--- src/rtl/branch_stack_unit.sv ---
module branch_stack_unit #(
  parameter int OFS_W = 8,
  parameter int DEPTH = 8
) (
  input  logic                          clk,
  input  logic                          rst_n,
  input  logic [2:0]                    op,
  input  logic                          zero_flag,
  input  logic [OFS_W-1:0]              label0,
  input  logic [OFS_W-1:0]              label1,
  input  logic [OFS_W-1:0]              instr_ofs,
  input  logic [OFS_W-1:0]              blk_start,
  input  logic [OFS_W-1:0]              ie_start,
  output logic [OFS_W-1:0]              pc,
  output logic [$clog2(DEPTH+1)-1:0]    depth,
  output logic                          stk_full,
  output logic                          stk_empty,
  output logic                          overflow,
  output logic                          underflow
);
  localparam int CNT_W = $clog2(DEPTH+1);
  localparam int IDX_W = (DEPTH > 1) ? $clog2(DEPTH) : 1;

  localparam logic [2:0] OP_WHILE  = 3'd1;
  localparam logic [2:0] OP_IF     = 3'd2;
  localparam logic [2:0] OP_IFELSE = 3'd3;
  localparam logic [2:0] OP_NULL   = 3'd4;

  logic [OFS_W-1:0] stk [DEPTH];
  logic [CNT_W-1:0] cnt;

  wire is_br    = (op == OP_WHILE) || (op == OP_IF) || (op == OP_IFELSE);
  wire taken    = is_br && !zero_flag;
  wire push_req = taken && (op != OP_IF);
  wire pop_req  = (op == OP_NULL);

  assign stk_full  = (cnt == CNT_W'(DEPTH));
  assign stk_empty = (cnt == '0);
  assign depth     = cnt;

  wire push_ok = push_req && !stk_full;
  wire pop_ok  = pop_req && !stk_empty;
  wire ovf     = push_req && stk_full;
  wire unf     = pop_req && stk_empty;

  wire [OFS_W-1:0] push_val = (op == OP_WHILE) ? instr_ofs : label1;
  wire [OFS_W-1:0] target   = (op == OP_IFELSE) ? ie_start : blk_start;
  wire [IDX_W-1:0] wr_idx   = IDX_W'(cnt);
  wire [IDX_W-1:0] top_idx  = IDX_W'(cnt - 1'b1);

  always_ff @(posedge clk) begin
    if (!rst_n) begin
      pc        <= '0;
      cnt       <= '0;
      overflow  <= 1'b0;
      underflow <= 1'b0;
    end else begin
      overflow  <= ovf;
      underflow <= unf;
      if (is_br && zero_flag)
        pc <= label0;
      else if (taken && !ovf)
        pc <= target;
      else if (pop_ok)
        pc <= stk[top_idx];
      if (push_ok)
        cnt <= cnt + 1'b1;
      else if (pop_ok)
        cnt <= cnt - 1'b1;
    end
  end

  always_ff @(posedge clk) begin
    if (rst_n && push_ok)
      stk[wr_idx] <= push_val;
  end
endmodule

--- config.mk ---
export PLATFORM = sky130hd
export DESIGN_NAME = branch_stack_unit
export DESIGN_NICKNAME = d
export VERILOG_FILES = /design/src/rtl/branch_stack_unit.sv
export SDC_FILE = /design/constraint.sdc
export NUM_CORES = 1
export LEC_CHECK = 0
export ABC_AREA = 1
export BUFFER_PORTS_ARGS = -buffer_cell sky130_fd_sc_hd__buf_4
export CAP_MARGIN = 20
export CORE_UTILIZATION = 25
export CTS_CLUSTER_DIAMETER = 120
export DETAILED_ROUTE_END_ITERATION = 10
export HOLD_SLACK_MARGIN = 0.02
export PLACE_DENSITY = 0.39
export SYNTH_ARGS = -nofsm -noshare
export SYNTH_HDL_FRONTEND = slang
export SYNTH_SLANG_ARGS = --single-unit
--- constraint.sdc ---
create_clock -name clk -period 2.75 [get_ports clk]
set_input_delay 0.275 -clock clk [delete_from_list [all_inputs] [get_ports clk]]
set_output_delay 0.275 -clock clk [all_outputs]
set_load 0.02 [all_outputs]
## Word level (Yosys, flattened, before mapping)

Memories as Yosys holds them, arrays and structs flattened.
Index checks and enable logic that the tools add are counted.

- Flip-flop bits (word level): 14
- RAM bits: 64
- Output and inout port bits: 16
- Logic and storage cells: 40
- Memories: 1

Memory list:

| name | words | width | read ports | clocked after Yosys merged registers in | wr ports | RTL line | text |
|---|---|---|---|---|---|---|---|
| stk | 8 | 8 | 1 | 0 | 1 | 29 | `logic [OFS_W-1:0] stk [DEPTH];` |

- Add/subtract/negate cells: 2
- Equality and inequality tests: 6
- Muxes and demuxes: 9
- Reduce and logical (&&, ||, !) cells: 18

Operator list:

| operator | number |
|---|---|
| 8-bit two-way mux | 5 |
| 1-bit logical AND | 9 |
| 4-bit two-way mux | 2 |
| 3-bit by 2-bit == test with 1-bit output (second input constant) | 2 |
| 4-bit by 1-bit adder with 4-bit output (second input constant) | 1 |
| 4-bit == test (second input constant) | 1 |
| 1-bit zero test | 4 |
| 4-bit zero test | 1 |
| 4-bit by 1-bit subtractor with 4-bit output (second input constant) | 1 |
| 3-bit by 1-bit == test with 1-bit output (second input constant) | 1 |
| 3-bit == test (second input constant) | 1 |
| 3-bit by 2-bit inequality test with 1-bit output (second input constant) | 1 |
| 3-bit nonzero test | 1 |
| 1-bit logical OR | 2 |
| 1-bit two-way mux | 2 |
| 2-bit nonzero test | 1 |

## Longest topological paths before layout

Gate-level depths: netlist of run 1.

- Word-level depth: 10
- Gate-level depth with buffers: 13
- Gate-level depth less buffers: 11

## Worst setup path before layout of run 1

Ideal clock, no wire load.

- Kind: register to register
- Start point: register cnt[0] (netlist: depth[0])
- End point: memory stk[2][0] (enable)
- Setup time: 0.383 ns
- Arrival: 2.235 ns
- Data required time: 2.367 ns
- Slack: 0.132 ns
- Cell stages (with the launch flop): 10
- Buffers on the path: 2
- Cell sequence: dfxtp_1 buf_2 inv_2 buf_2 ha_1 nand3_4 nand2_1 nor2_1 nand2_1 nor3_1

- Word-level cells in the longest chain between the ends: 6

RTL lines:

| element | RTL line | text |
|---|---|---|
| start, declared | 30 | `logic [CNT_W-1:0] cnt;` |
| start signal, assigned | 67 | `cnt <= cnt + 1'b1;` |
| start signal, assigned | 69 | `cnt <= cnt - 1'b1;` |
| 4-bit == test | 37 | `assign stk_full = (cnt == CNT_W'(DEPTH));` |
| 1-bit zero test | 41 | `wire push_ok = push_req && !stk_full;` |
| 1-bit logical AND | 41 |  |
| 1-bit logical AND | 74 | `if (rst_n && push_ok)` |
| 1-bit two-way mux | 74 |  |
| 1-bit two-way mux (implied by the code) | 75 | `stk[wr_idx] <= push_val;` |
| end, declared | 29 |  |

Parallel ways exist; a longest one is shown, timed or not.

## Worst setup path after layout of run 1

- Start point: register cnt[1] (netlist: depth[1])
- End point: memory stk[6][2] (enable)

Same word-level chain as after synthesis.

==> results of run 1 <==
## how the worst min path moves through the flow
stage                        from                  end  slack [ns]  cells after the start
3_5_place_dp   pc[3]$_SDFFE_PN0P_   pc[3]$_SDFFE_PN0P_        0.47                      2
3_3_place_gp   pc[3]$_SDFFE_PN0P_   pc[3]$_SDFFE_PN0P_        0.46                      2
4_1_cts                 label0[6]   pc[6]$_SDFFE_PN0P_        0.21                      3
6_report                label0[1]   pc[1]$_SDFFE_PN0P_        0.22                      3
2_1_floorplan               rst_n  overflow$_SDFF_PN0_        0.46                      2
5_1_grt                 label0[6]   pc[6]$_SDFFE_PN0P_        0.22                      3
## final cells by class
class	instances	area, um2
Timing Repair Buffer	73	548
Multi-Input combinational cell	256	1260
Sequential cell	78	2200
Inverter	72	273
Clock inverter	7	96.3
Fill cell	1507	9860
Tap cell	184	230
Clock buffer	9	225
## worst max-delay path, delay by kind of cell (launching register included)
kind,cells,cell delay (ns)
adder cells (fa/ha/maj),1,0.31
buffers and inverters,2,0.38
flip-flops,1,0.44
AND/OR/NAND/NOR,5,0.78
## sequential cells by signal, summed over array words and instances, names as in the netlist
name / count
pc: 8
underflow: 1
depth: 4
overflow: 1
stk: 64
## Yosys cell counts (all sizes together) (2+ instances only)
master	instances	area, um2
a21oi	18	90.1
buf	10	56.3
clkbuf	3	11.3
dfxtp	14	280
edfxtp	64	1920
ha	2	25.0
inv	72	273
mux2	8	90.1
nand2	124	478
nand3	58	308
nor2	15	83.8
nor3	7	35.0
o21ai	19	106
## through the flow
stage                     util [%]  instance area [um2]  hold slack, ns  instances
after floorplan                  -                 3800           0.460        419
after global placement        30.7                 4520           0.460        663
after detailed placement      30.7                 4520           0.466        663
after CTS                     32.9                 4840           0.210        679
after global routing          32.9                 4840           0.217        679
final                         32.9                 4840           0.222        679
## logic make-up (layout without fill, tap and decap cells)
family	Yosys count	in the layout	synth area share, %
simple gates	205	205	23.9
buf+inv	85	161	8.94
flops	78	78	57.9
compound gates	39	39	5.56
mux	8	8	2.37
fa+ha+maj	2	2	0.658
xor+xnor	2	2	0.658
## power by group through the flow
stage	Sequential, mW	Clock (mW)	Combinational [mW]
3_3_place_gp	1.34	0	0.474
4_1_cts	1.32	1.32	0.473
3_5_place_dp	1.34	0	0.472
5_1_grt	1.32	1.37	0.517
2_1_floorplan	1.36	0	0.255
6_report	1.32	1.29	0.463
## layer usage
metal	routed length (um)	part of all wire [%]
met1	4940	47
met4	142	1.3
met5	0	0
met3	495	4.7
met2	4950	47
==> run summary, run 1 <==
Status: complete, but fails checks
Failing checks: design-rule violations
Worst VDD drop: 0.324 mV
Post-DP HPWL: 7620 um
Crit end category: register
Internal power: 2.27 mW
Commonest cells after routing, fill and taps aside: 121 x nand2_1, 73 x buf_4, 64 x edfxtp_1, 61 x inv_1, 56 x nand3_1
Synth Register Bits: 78
Seq/Total Area, Yosys: 57.9%
Final worst slack: 0.546 ns
DRT antenna net count: 0
Layout cells sized above 1: 24.2%
Commonest non-fill, non-tap cell in the layout: nand2_1
Reg-to-Reg Start: depth[1]$_SDFFE_PN0P_
Chip height: 125 um
Sink Count: 78
Vias per cell: 4.32
Core area: 14700 um2
First-pass GRT wire length: 16700 um
Yosys cell types: 29
Initial Utilization: 25.9%
Clock buffer depth: 2
Global Route Usage Sum: 14.4%
Max-slew violations: 0
CP Data Required Time: 2.80 ns
Post-synth top flop: edfxtp_1
CTS root buffer: clkbuf_16
CTS tree: built
Largest net degree at the start of global routing: 37
R2R cell count: 8
Cts hold-fix bufs: 0
Max_cap viols: 0
Fmax achieved: 454 MHz
Clk_lat worst skew: 0.34 ns
Pre-CTS setup slack: 0.540 ns
Gr busiest metal: met2
I/O pin cnt: 62
Final Cycle Share: 80.2%
Post-CTS sizing: 0
GRT Residual Overflow: 0
Setup crit start: depth[1]$_SDFFE_PN0P_
Cell chain of the critical path: inv_1, ha_1, nand3_4, nand2_1, nor2_1, nand2_1, nor3_1, buf_4
Flop pwr share: 42.9%
Startpoint types: register
Post-Syn Area: 3800 um2
Clk_skew: 0.00591 ns
Yosys warnings: 0
DRT Pass-1 Iters: 8
Power, Total: 3.07 mW
# Post-CTS Setup Buffers: 0
Tmin final: 2.20 ns
Via count: 2934
GP Congestion: 0.787
Async SR Flop Fraction: 0%
Final Net Count: 538
Number of synthesized flops with an enable pin: 64
Gate power share: 15.1%
Avg Synthesized Cell Area: 9.08 um2
Net Sw Frac: 26.0%
RSZ-0062 raised after global routing: false
DR WL/cell: 15.5 um
Critical Path Fanout Max: 8
Num CTS Buffers: 9
Hold WC Path Type: input port to register
Clock power share: 42.0%
R2R setup slack: 0.55 ns
Leak pwr: 2.16 nW
Reg2reg end: stk[6][2]$_DFFE_PP_
M2 GR Usage: 22.0%
Die ar.: 15700 um2
CP endpoint: stk[6][2]$_DFFE_PP_
WL final: 10500 um
Final hold vios: 0
Port bufs: 61
Sw Pwr: 798 uW
Clock-pin slew on the worst setup and hold paths: 0.06 ns
P per Cell Area: 634 nW/um2
GRT met3 Usage: 3.55%
Final setup fails: 0
Area grow syn2layout: 27.1%
Die width: 125 um
Critical Path Most Common Cell: nand2_1
Vias in the first global route: 2940
1st-iter DRT viols: 143
Setup tns final: 0 ns
Met1 usage in global routing: 20.1%
Crit path DAT: 2.25 ns
Pin slew with the least headroom to its limit: 0.659 ns
Cells after synthesis: 419
Drc violations: 5
Syn Nets: 467
Slew HR: 55.9%
WS Path Type: register to register
Crit path largest cell delay: 0.44 ns
Slowest CP cell: dfxtp_1
Num rows: 44
H-tree depth: 3
ANT cells: 0
Initial antenna violation count: 0
Note: power is estimated with default switching activity, not from simulation.
==> inputs of run 2 (changes only) <==
==> constraint.sdc (replaced) <==
create_clock -name clk -period 2.23 [get_ports clk]
set_input_delay 0.223 -clock clk [delete_from_list [all_inputs] [get_ports clk]]
set_output_delay 0.223 -clock clk [all_outputs]
set_load 0.02 [all_outputs]
==> run 2 against run 1 <==
The flow still finishes with violations (design-rule violations); cell count down 0.29%; clock power up 10%; core utilization grew 0.085 points; total power up 19%; count of clock-buffer cells in the layout rose by 1.
==> run summary, run 2 (synthesized netlist as in run 1, its figures left out) <==
Status: complete, but fails checks (unchanged)
Failing checks: design-rule violations (unchanged)
DRT antenna net count: 0 (unchanged)
1st-iter DRT viols: 188 (was 143)
Worst Min Path Start: label0[4] (was label0[1])
Cell chain of the critical path: inv_1, ha_2, nand3_4, nand2_1, nor2_1, nand2_2, nor3_4 (was inv_1, ha_1, nand3_4, nand2_1, nor2_1, nand2_1, nor3_1, buf_4)
First-pass GRT wire length: 16400 um (was 16700 um)
Post-CTS sizing: 0 (unchanged)
Reg-to-Reg Start: depth[1]$_SDFFE_PN0P_ (unchanged)
Register area: 2200 um2 (about the same)
GRT Residual Overflow: 0 (unchanged)
GP Congestion: 0.727 (was 0.787)
Filler instances: 1538 (was 1507)
H-tree depth: 3 (unchanged)
Leak pwr: 2.15 nW (was 2.16 nW)
WHS Endpoint: pc[4]$_SDFFE_PN0P_ (was pc[1]$_SDFFE_PN0P_)
Cts hold-fix bufs: 0 (unchanged)
Num CTS Buffers: 9 (unchanged)
Final setup fails: 0 (unchanged)
Worst VDD drop: 0.331 mV (was 0.324 mV)
Worst path top cell family by delay: simple AND/OR/NAND/NOR gates (unchanged)
CP Data Required Time: 2.23 ns (was 2.80 ns)
Multi-input gate area: 1320 um2 (was 1260 um2)
Final worst slack: 0.166 ns (was 0.546 ns)
Tmin final: 2.06 ns (was 2.20 ns)
Clock buffer depth: 2 (unchanged)
Num rows: 44 (unchanged)
Reg2reg end: stk[2][2]$_DFFE_PP_ (was stk[6][2]$_DFFE_PP_)
R2R cell count: 7 (was 8)
Post-DP HPWL: 7710 um (was 7620 um)
WS Path Type: register to register (unchanged)
# Post-CTS Setup Buffers: 0 (unchanged)
CTS root buffer: clkbuf_16 (unchanged)
RSZ-0062 raised after global routing: false (unchanged)
Hold path depth: 3 (unchanged)
Final hold vios: 0 (unchanged)
I/O pin cnt: 62 (unchanged)
Critical Path Fanout Max: 8 (unchanged)
Die width: 125 um (unchanged)
Initial Utilization: 25.9% (unchanged)
WL final: 10700 um (was 10500 um)
Crit end category: register (unchanged)
Core area: 14700 um2 (unchanged)
Max-slew violations: 0 (unchanged)
CTS tree: built (unchanged)
Vias per cell: 4.35 (was 4.32)
Slowest CP cell: nor3_4 (was dfxtp_1)
Drc violations: 3 (was 5)
Sink Count: 78 (unchanged)
Crit path DAT: 2.06 ns (was 2.25 ns)
P per Cell Area: 750 nW/um2 (was 634 nW/um2)
Hold WC Path Type: input port to register (unchanged)
Commonest cells after routing, fill and taps aside: 120 x nand2_1, 72 x buf_4, 64 x edfxtp_1, 61 x inv_1, 56 x nand3_1 (was 121 x nand2_1, 73 x buf_4, 64 x edfxtp_1, 61 x inv_1, 56 x nand3_1)
DRT Pass-1 Iters: 7 (was 8)
Layout cells sized above 1: 25.8% (was 24.2%)
Pin slew with the least headroom to its limit: 0.483 ns (was 0.659 ns)
ANT cells: 0 (unchanged)
Critical path depth: 7 (was 8)
Vias in the first global route: 2917 (was 2940)
Final Cycle Share: 92.6% (was 80.2%)
Commonest non-fill, non-tap cell in the layout: nand2_1 (unchanged)
Chip height: 125 um (unchanged)
Area grow syn2layout: 27.5% (was 27.1%)
Initial antenna violation count: 0 (unchanged)
Buffers and inverters on the worst path: 1 (was 2)
Pre-CTS setup slack: 0.153 ns (was 0.540 ns)
Dpl cell area: 4570 um2 (was 4520 um2)
Largest net degree at the start of global routing: 37 (unchanged)
Crit path largest cell delay: 0.42 ns (was 0.44 ns)
Startpoint types: register (unchanged)
Via count: 2944 (was 2934)
Clock-pin slew on the worst setup and hold paths: 0.06 ns (about the same)
Clk_lat worst skew: 0.34 ns (about the same)
Port bufs: 61 (unchanged)
Die ar.: 15700 um2 (unchanged)
R2R setup slack: 0.17 ns (was 0.55 ns)
Fmax achieved: 485 MHz (was 454 MHz)
Slew HR: 67.8% (was 55.9%)
Clk_skew: 0.00488 ns (was 0.00591 ns)
Final instance area: 4850 um2 (was 4840 um2)
Max_cap viols: 0 (unchanged)
Largest register FFs: 64 (unchanged)
DR WL/cell: 15.8 um (was 15.5 um)
Final Net Count: 537 (was 538)
Global Route Usage Sum: 14.5% (was 14.4%)
Biggest register: stk (unchanged)
-- run 2: changes by cell type in the layout (fill, tap and decap cells not counted), sizes merged --
cell	change
buf	-1
bufinv	-1
clkbuf	+1
inv	-1
-- run 2: worst max-delay path by stage --
stage,start,end
5_1_grt,depth[1]$_SDFFE_PN0P_,stk[2][5]$_DFFE_PP_
4_1_cts,depth[1]$_SDFFE_PN0P_,stk[0][2]$_DFFE_PP_
3_5_place_dp,depth[1]$_SDFFE_PN0P_,stk[2][2]$_DFFE_PP_
3_3_place_gp,depth[1]$_SDFFE_PN0P_,stk[4][7]$_DFFE_PP_
2_1_floorplan,depth[0]$_SDFFE_PN0P_,stk[3][0]$_DFFE_PP_
6_report,depth[1]$_SDFFE_PN0P_,stk[2][2]$_DFFE_PP_
-- run 2: routing by layer --
layer,track usage [%],vias to the layer above,share of wire (%)
li1,-,1505,-
met1,17.1,1387,42
met2,25.3,38,51
met3,3.17,14,4.4
met4,6.46,0,2.1
met5,0,-,0
-- run 2: cell type report --
class / count / share of cell area, %
flip-flops and latches: 78 / 45.5
multi-input cells: 256 / 27.2
repair buffers: 72 / 11.1
inverters: 72 / 5.62
well taps: 184 / 4.75
clock buffers: 10 / 4.72
clock inverters: 5 / 1.06
-- run 2: through the flow --
stage / std cells / utilization [%] / hold WS [ns] / total power [mW] / TNS, ns
final: 677 / 33.0 / 0.166 / 3.64 / 0
after global routing: 677 / 33.0 / 0.169 / 3.81 / 0
after CTS: 677 / 33.0 / 0.159 / 3.69 / 0
after detailed placement: 662 / 31.1 / 0.461 / 2.26 / 0
after global placement: 662 / 31.1 / 0.459 / 2.26 / 0
after floorplan: 419 / - / 0.414 / 2.00 / -0.818
-- run 2: report_power, final --
group / internal (mW) / switching, mW / leakage [nW]
sequential: 1.61 / 0.0152 / 0.692
clock: 0.852 / 0.563 / 0.137
combinational: 0.215 / 0.383 / 1.32
total: 2.68 / 0.961 / 2.15
-- run 2: worst reg2reg max path, stage by stage (launching register included) --
cell     delay (ns)
dfxtp_2        0.41
inv_1          0.09
ha_2           0.23
nand3_4        0.12
nand2_1        0.12
nor2_1         0.17
nand2_2        0.17
nor3_4         0.42
